`src/rtl/ctr_pkg.sv`:
```
package ctr_pkg;
  localparam int SLICE_W = 4;

  typedef logic [SLICE_W-1:0] nib_t;

  typedef enum logic [1:0] {
    OP_HOLD  = 2'd0,
    OP_COUNT = 2'd1,
    OP_LOAD  = 2'd2,
    OP_CLEAR = 2'd3
  } slice_op_e;

  // Fixed priority: clear, then preset, then count.
  function automatic slice_op_e pick_op(input logic clr_n, input logic load_n,
                                        input logic en_p, input logic en_t);
    slice_op_e op;
    if (!clr_n)              op = OP_CLEAR;
    else if (!load_n)        op = OP_LOAD;
    else if (en_p && en_t)   op = OP_COUNT;
    else                     op = OP_HOLD;
    return op;
  endfunction

  function automatic nib_t apply_op(input slice_op_e op, input nib_t q, input nib_t d);
    nib_t r;
    case (op)
      OP_CLEAR: r = '0;
      OP_LOAD:  r = d;
      OP_COUNT: r = q + nib_t'(1);
      default:  r = q;
    endcase
    return r;
  endfunction

  function automatic logic at_terminal(input nib_t q);
    return &q;
  endfunction
endpackage

```
`src/rtl/ctr_slice.sv`:
```
module ctr_slice
  import ctr_pkg::*;
(
  input  logic clk,
  input  logic rst_n,
  input  logic clr_n,
  input  logic load_n,
  input  logic en_p,
  input  logic en_t,
  input  nib_t d,
  output nib_t q,
  output logic rco
);
  slice_op_e op;
  nib_t      q_nxt;

  assign op    = pick_op(clr_n, load_n, en_p, en_t);
  assign q_nxt = apply_op(op, q, d);
  assign rco   = en_t & at_terminal(q);

  always_ff @(posedge clk or negedge rst_n) begin
    if (!rst_n) q <= '0;
    else        q <= q_nxt;
  end

  assert_clear_R2: assert property (@(posedge clk) disable iff (!rst_n)
    !clr_n |=> q == '0);

  assert_load_R3: assert property (@(posedge clk) disable iff (!rst_n)
    (clr_n && !load_n) |=> q == $past(d));

  assert_count_R4: assert property (@(posedge clk) disable iff (!rst_n)
    (clr_n && load_n && en_p && en_t) |=> q == nib_t'($past(q) + nib_t'(1)));

  assert_hold_R4: assert property (@(posedge clk) disable iff (!rst_n)
    (clr_n && load_n && !(en_p && en_t)) |=> $stable(q));
endmodule

```
`src/rtl/ctr_mod_decode.sv`:
```
module ctr_mod_decode #(
  parameter int W       = 12,
  parameter int MODULUS = 4096
) (
  input  logic [W-1:0] count,
  input  logic         clr_n_in,
  output logic         clr_n_out,
  output logic         hit
);
  localparam longint FULL  = longint'(1) << W;
  localparam bit     SHORT = longint'(MODULUS) < FULL;
  localparam logic [W-1:0] LAST = W'(MODULUS - 1);

  generate
    if (SHORT) begin : g_short
      assign hit = (count == LAST);
    end else begin : g_full
      assign hit = 1'b0;
    end
  endgenerate

  assign clr_n_out = clr_n_in & ~hit;
endmodule

```
`src/rtl/ctr_cascade.sv`:
```
module ctr_cascade
  import ctr_pkg::*;
#(
  parameter int N_SLICES = 3,
  parameter int MODULUS  = 2 ** (4 * N_SLICES)
) (
  input  logic                          clk,
  input  logic                          rst_n,
  input  logic                          clr_n,
  input  logic                          load_n,
  input  logic                          en_p,
  input  logic                          en_t,
  input  logic [N_SLICES*SLICE_W-1:0]   load_data,
  output logic [N_SLICES*SLICE_W-1:0]   count,
  output logic                          carry_out
);
  localparam int W = N_SLICES * SLICE_W;
  localparam longint FULL = longint'(1) << W;
  localparam bit SHORT = longint'(MODULUS) < FULL;

  logic              clr_n_eff;
  logic              mod_hit;
  logic [N_SLICES:0] ent_chain;

  ctr_mod_decode #(.W(W), .MODULUS(MODULUS)) u_dec (
    .count     (count),
    .clr_n_in  (clr_n),
    .clr_n_out (clr_n_eff),
    .hit       (mod_hit)
  );

  assign ent_chain[0] = en_t;

  generate
    for (genvar i = 0; i < N_SLICES; i++) begin : g_slice
      ctr_slice u_slice (
        .clk    (clk),
        .rst_n  (rst_n),
        .clr_n  (clr_n_eff),
        .load_n (load_n),
        .en_p   (en_p),
        .en_t   (ent_chain[i]),
        .d      (load_data[i*SLICE_W +: SLICE_W]),
        .q      (count[i*SLICE_W +: SLICE_W]),
        .rco    (ent_chain[i+1])
      );

      if (i > 0) begin : g_upper
        assert_cascade_R8: assert property (@(posedge clk) disable iff (!rst_n)
          (clr_n_eff && load_n && en_p && en_t && !(&count[i*SLICE_W-1:0]))
          |=> $stable(count[i*SLICE_W +: SLICE_W]));
      end
    end
  endgenerate

  assign carry_out = ent_chain[N_SLICES];

  assert_sync_R1: assert property (@(posedge clk) disable iff (!rst_n)
    (clr_n_eff && load_n && en_p && en_t) |=> count == W'($past(count) + W'(1)));

  assert_carry_R5: assert property (@(posedge clk) disable iff (!rst_n)
    carry_out |-> (en_t && (&count)));

  assert_wrap_R6: assert property (@(posedge clk) disable iff (!rst_n)
    (clr_n_eff && load_n && en_p && en_t && (&count)) |=> (count == '0 && !carry_out));

  generate
    if (SHORT) begin : g_mod_chk
      assert_modulus_R7: assert property (@(posedge clk) disable iff (!rst_n)
        mod_hit |=> count == '0);
    end
  endgenerate
endmodule

```
`config.mk`:
```
export PLATFORM = sky130hd
export DESIGN_NAME = ctr_cascade
export DESIGN_NICKNAME = d
export VERILOG_FILES = /design/src/rtl/ctr_pkg.sv /design/src/rtl/ctr_slice.sv /design/src/rtl/ctr_mod_decode.sv /design/src/rtl/ctr_cascade.sv
export SDC_FILE = /design/constraint.sdc
export NUM_CORES = 1
export LEC_CHECK = 0
export BUFFER_PORTS_ARGS = -buffer_cell sky130_fd_sc_hd__buf_2
export CORE_MARGIN = 1.5
export CORE_UTILIZATION = 47
export DETAILED_ROUTE_END_ITERATION = 8
export PLACE_DENSITY = 0.77
export SYNTH_ARGS = -nofsm -noshare
export SYNTH_HDL_FRONTEND = slang
export SYNTH_SLANG_ARGS = --single-unit
```
`constraint.sdc`:
```
create_clock -name clk -period 2.2 [get_ports clk]
set_clock_uncertainty 0.2 [all_clocks]
set_input_delay 0.11 -clock clk [delete_from_list [all_inputs] [get_ports clk]]
set_output_delay 0.11 -clock clk [all_outputs]
set_load 0.03 [all_outputs]
```
==> results_dict.tcl <==
set metrics [dict create \
    grt_max_degree 17 \
    grt_pass1_vias 935 \
    postLayoutCoreUtil_pct 76.3 \
    layout-drive-gt1-share_pct 27.1 \
    rows 14 \
    syn_inst 92 \
    cellPowerDensity_nw_per_um2 469 \
    crit_top_cell "dlygate4sd3_1" \
    syn_nets 116 \
    pin_count 31 \
    htree_levels 1 \
    p_int_mw 0.381 \
    chipWidth_um 44.9 \
    fmax_mhz 478 \
    drt_pass1_iterations 4 \
    yosys_warnings 0 \
    final.period_utilization_pct 95.1 \
    setup_viol 0 \
    drt_iter0_drc 28 \
    wirelength_mm 2.37 \
    cts_num_sinks 12 \
    critPathKind "input pin to register" \
    peakVddDrop_v 0.000336 \
    comb_power_share_pct 29.5 \
    worstSetupEndpointType "register" \
    p_leak_nw 0.593 \
    dieArea_um2 2020 \
    hold_viol_final 0 \
    synth.avg_cell_area_um2 8.98 \
    start_util_pct 52.4 \
    report.final.slew_viol_count 0 \
    finalSetupTns_ns 0 \
    fin_nets 165 \
    tightest_slew_ns 0.304 \
    worst_ep_arrival_time_ns 2.11 \
    fill_cells 125 \
    max_cap_violations 0 \
    place_congestion 0.857 \
    power.share.sequential_pct 45.5 \
    routedWlPerCell_um 15.2 \
    status "finished, final reports clean" \
    reg_top3 "g_slice.u_slice.q (12)" \
    dieHeight_um 44.9 \
    cp.required_ns 2.21 \
    numCtsBuffers 3 \
    r2r-end "g_slice[1].u_slice.q[2]" \
    r2r_slack_ns 0.19 \
    n_antenna_cell 0 \
    syn-cell-area_um2 826 \
    cpPeakStageDelay_ns 0.57 \
    r2r_cells 8 \
    grt_usage_pct 26.4 \
    slowest_stage "dlygate4sd3_1" \
    globalRoute.totalOverflow 0 \
    grt_pass1_wl_mm 3.82 \
    timing.rr.start "g_slice[0].u_slice.q[1]" \
    antenna_found_initial 0 \
    ys_seq_area_share_pct 36.4 \
    p_switching_mw 0.183 \
    largest-register "g_slice.u_slice.q" \
    crit_path_start_kind "input pin" \
    hold_class "input pin to asynchronous set/reset pin" \
    largest_reg_flops 12 \
    worstPathMaxFanout 9 \
    post-cts-setup-buffer-count 0 \
    cts-root-buf "clkbuf_4" \
    clk_path_buf_depth 2 \
    postRouteAntennaNets 0 \
    clkSlewWorstSetupHoldPaths_ns 0.07 \
    pwr-share-clk_pct 25.0 \
    vias 918 \
    max_slew_margin_pct 79.4 \
    fin_crit_ns 2.09 \
    dpl.hpwl_mm 1.51 \
    insertion_delay_ns 0.27 \
    area_growth_pct 45.6 \
    core-area_um2 1580 \
    cts_tree "built" \
    synthDistinctLibCells 35 \
    drc 0 \
    cp_cell_sequence "dlygate4sd3_1 -> buf_6 -> o21ai_0 -> dlygate4sd3_1 -> a21oi_1 -> dlygate4sd3_1" \
    ys_ff_latch 12 \
    viasPerCell 5.88 \
    portBuffers 30 \
    swShare_pct 32.5 \
]
metal layers:
metal / global-route usage (%) / up-vias / part of all wire [%]
li1: - / 444 / -
met1: 25.3 / 444 / 40
met2: 52.5 / 26 / 55
met3: 7.20 / 4 / 4.0
met4: 10.0 / 0 / 1.2
met5: 0 / - / 0
Yosys cell counts:
library cell / count / area, µm²
inv_1: 4 / 15.0
a22o_1: 3 / 26.3
o211ai_1: 1 / 7.51
nand4_1: 3 / 18.8
o311ai_0: 1 / 8.76
inv_2: 1 / 3.75
buf_6: 1 / 11.3
nand2b_1: 1 / 6.26
and3_1: 1 / 6.26
mux2i_1: 1 / 10.0
nor3_1: 1 / 5.00
a211oi_1: 1 / 7.51
nand3_1: 10 / 50.1
and4b_1: 1 / 10.0
xor2_1: 2 / 17.5
or4_1: 2 / 15.0
nor2_1: 5 / 18.8
nor4bb_1: 1 / 10.0
nor2b_1: 3 / 18.8
dfrtp_1: 12 / 300
nand2_1: 5 / 18.8
and3b_1: 1 / 8.76
and4_1: 2 / 17.5
o21ai_0: 7 / 35.0
a2bb2oi_1: 1 / 8.76
clkbuf_1: 3 / 11.3
o31ai_1: 2 / 15.0
a31oi_1: 1 / 6.26
a32oi_1: 2 / 17.5
nor3b_1: 1 / 7.51
a21o_1: 1 / 7.51
ha_1: 6 / 75.1
a21oi_1: 3 / 15.0
and2_1: 1 / 6.26
a311oi_1: 1 / 8.76
cell families after synthesis:
group                    count (synthesis)  synth area share, %
flip-flops                              12                 36.4
AO/OA/AOI/OAI                           24                 19.9
buffers and inverters                    9                 5.00
XOR/XNOR                                 2                 2.12
AND/OR/NAND/NOR                         38                 26.4
adder cells (fa/ha/maj)                  6                 9.09
multiplexers                             1                 1.21
what timing repair did:
action	CTS	global route
hold buffers	18	0
setup endpoints to repair	0	5
resized for setup	0	7
endpoints found under the hold margin	23	0
area by class of cell:
cell class / count / area [µm²] / share of cell area, %
inverter: 5 / 18.8 / 1.56
tap: 16 / 20.0 / 1.66
sequential: 12 / 302 / 25.1
clock buffer: 4 / 26.3 / 2.19
timing repair buffer: 48 / 337 / 28.0
multi-input combinational: 71 / 499 / 41.5
per-stage QoR:
step	instances	total power, mW	worst slack (ns)	hold slack, ns	instance area, µm²
4_1_cts	156	0.558	0.0841	0.0193	1180
3_3_place_gp	134	0.388	0.194	-0.200	975
3_5_place_dp	134	0.391	0.107	-0.199	975
2_1_floorplan	92	0.341	0.00609	-0.386	827
6_report	156	0.564	0.107	0.0389	1200
5_1_grt	156	0.595	-0.00987	0.0606	1200
power groups by stage:
stage               clock, mW  combinational (mW)  sequential [mW]
floorplan                   0              0.0522            0.289
global placement            0               0.129            0.260
detailed placement          0               0.131            0.260
CTS                     0.143               0.159            0.256
global route            0.154               0.181            0.260
finish                  0.141               0.166            0.257
worst max-delay path by stage:
| stage | from | cells after the start | endpoint | slack (ns) |
|---|---|---|---|---|
| final | clr_n | 6 | g_slice[0].u_slice.q[2] | 0.11 |
| after global routing | g_slice[0].u_slice.q[1] | 8 | g_slice[1].u_slice.q[2] | -0.01 |
| after CTS | g_slice[0].u_slice.q[0] | 8 | g_slice[1].u_slice.q[2] | 0.08 |
| after detailed placement | g_slice[0].u_slice.q[1] | 8 | g_slice[1].u_slice.q[2] | 0.11 |
| after global placement | g_slice[0].u_slice.q[1] | 8 | g_slice[1].u_slice.q[2] | 0.19 |
| after floorplan | g_slice[0].u_slice.q[1] | 9 | g_slice[1].u_slice.q[2] | 0.006 |
cell usage in the layout, fill, tap and decap left out, types with 2 or more instances in the layout:
master         Yosys  routed
buf_2              0      29
inv_1              4       4
nor2_1             5       5
and4_1             2       2
a22o_1             3       3
clkbuf_4           0       3
xor2_1             2       2
a32oi_1            2       2
dfrtp_1           12      11
dlygate4sd3_1      0      18
nor2b_1            3       3
or4_1              2       2
nand4_1            3       3
o21ai_0            7       6
ha_1               6       6
o31ai_1            2       2
a21oi_1            3       3
nand3_1           10       9
nand2_1            5       5
worst max-delay path: cells and delay by family:
family / cells / cell delay [ns]
buffers and inverters: 4 / 1.81
AO/OA/AOI/OAI: 2 / 0.18
No activity file was read; power rests on OpenSTA's default activity.
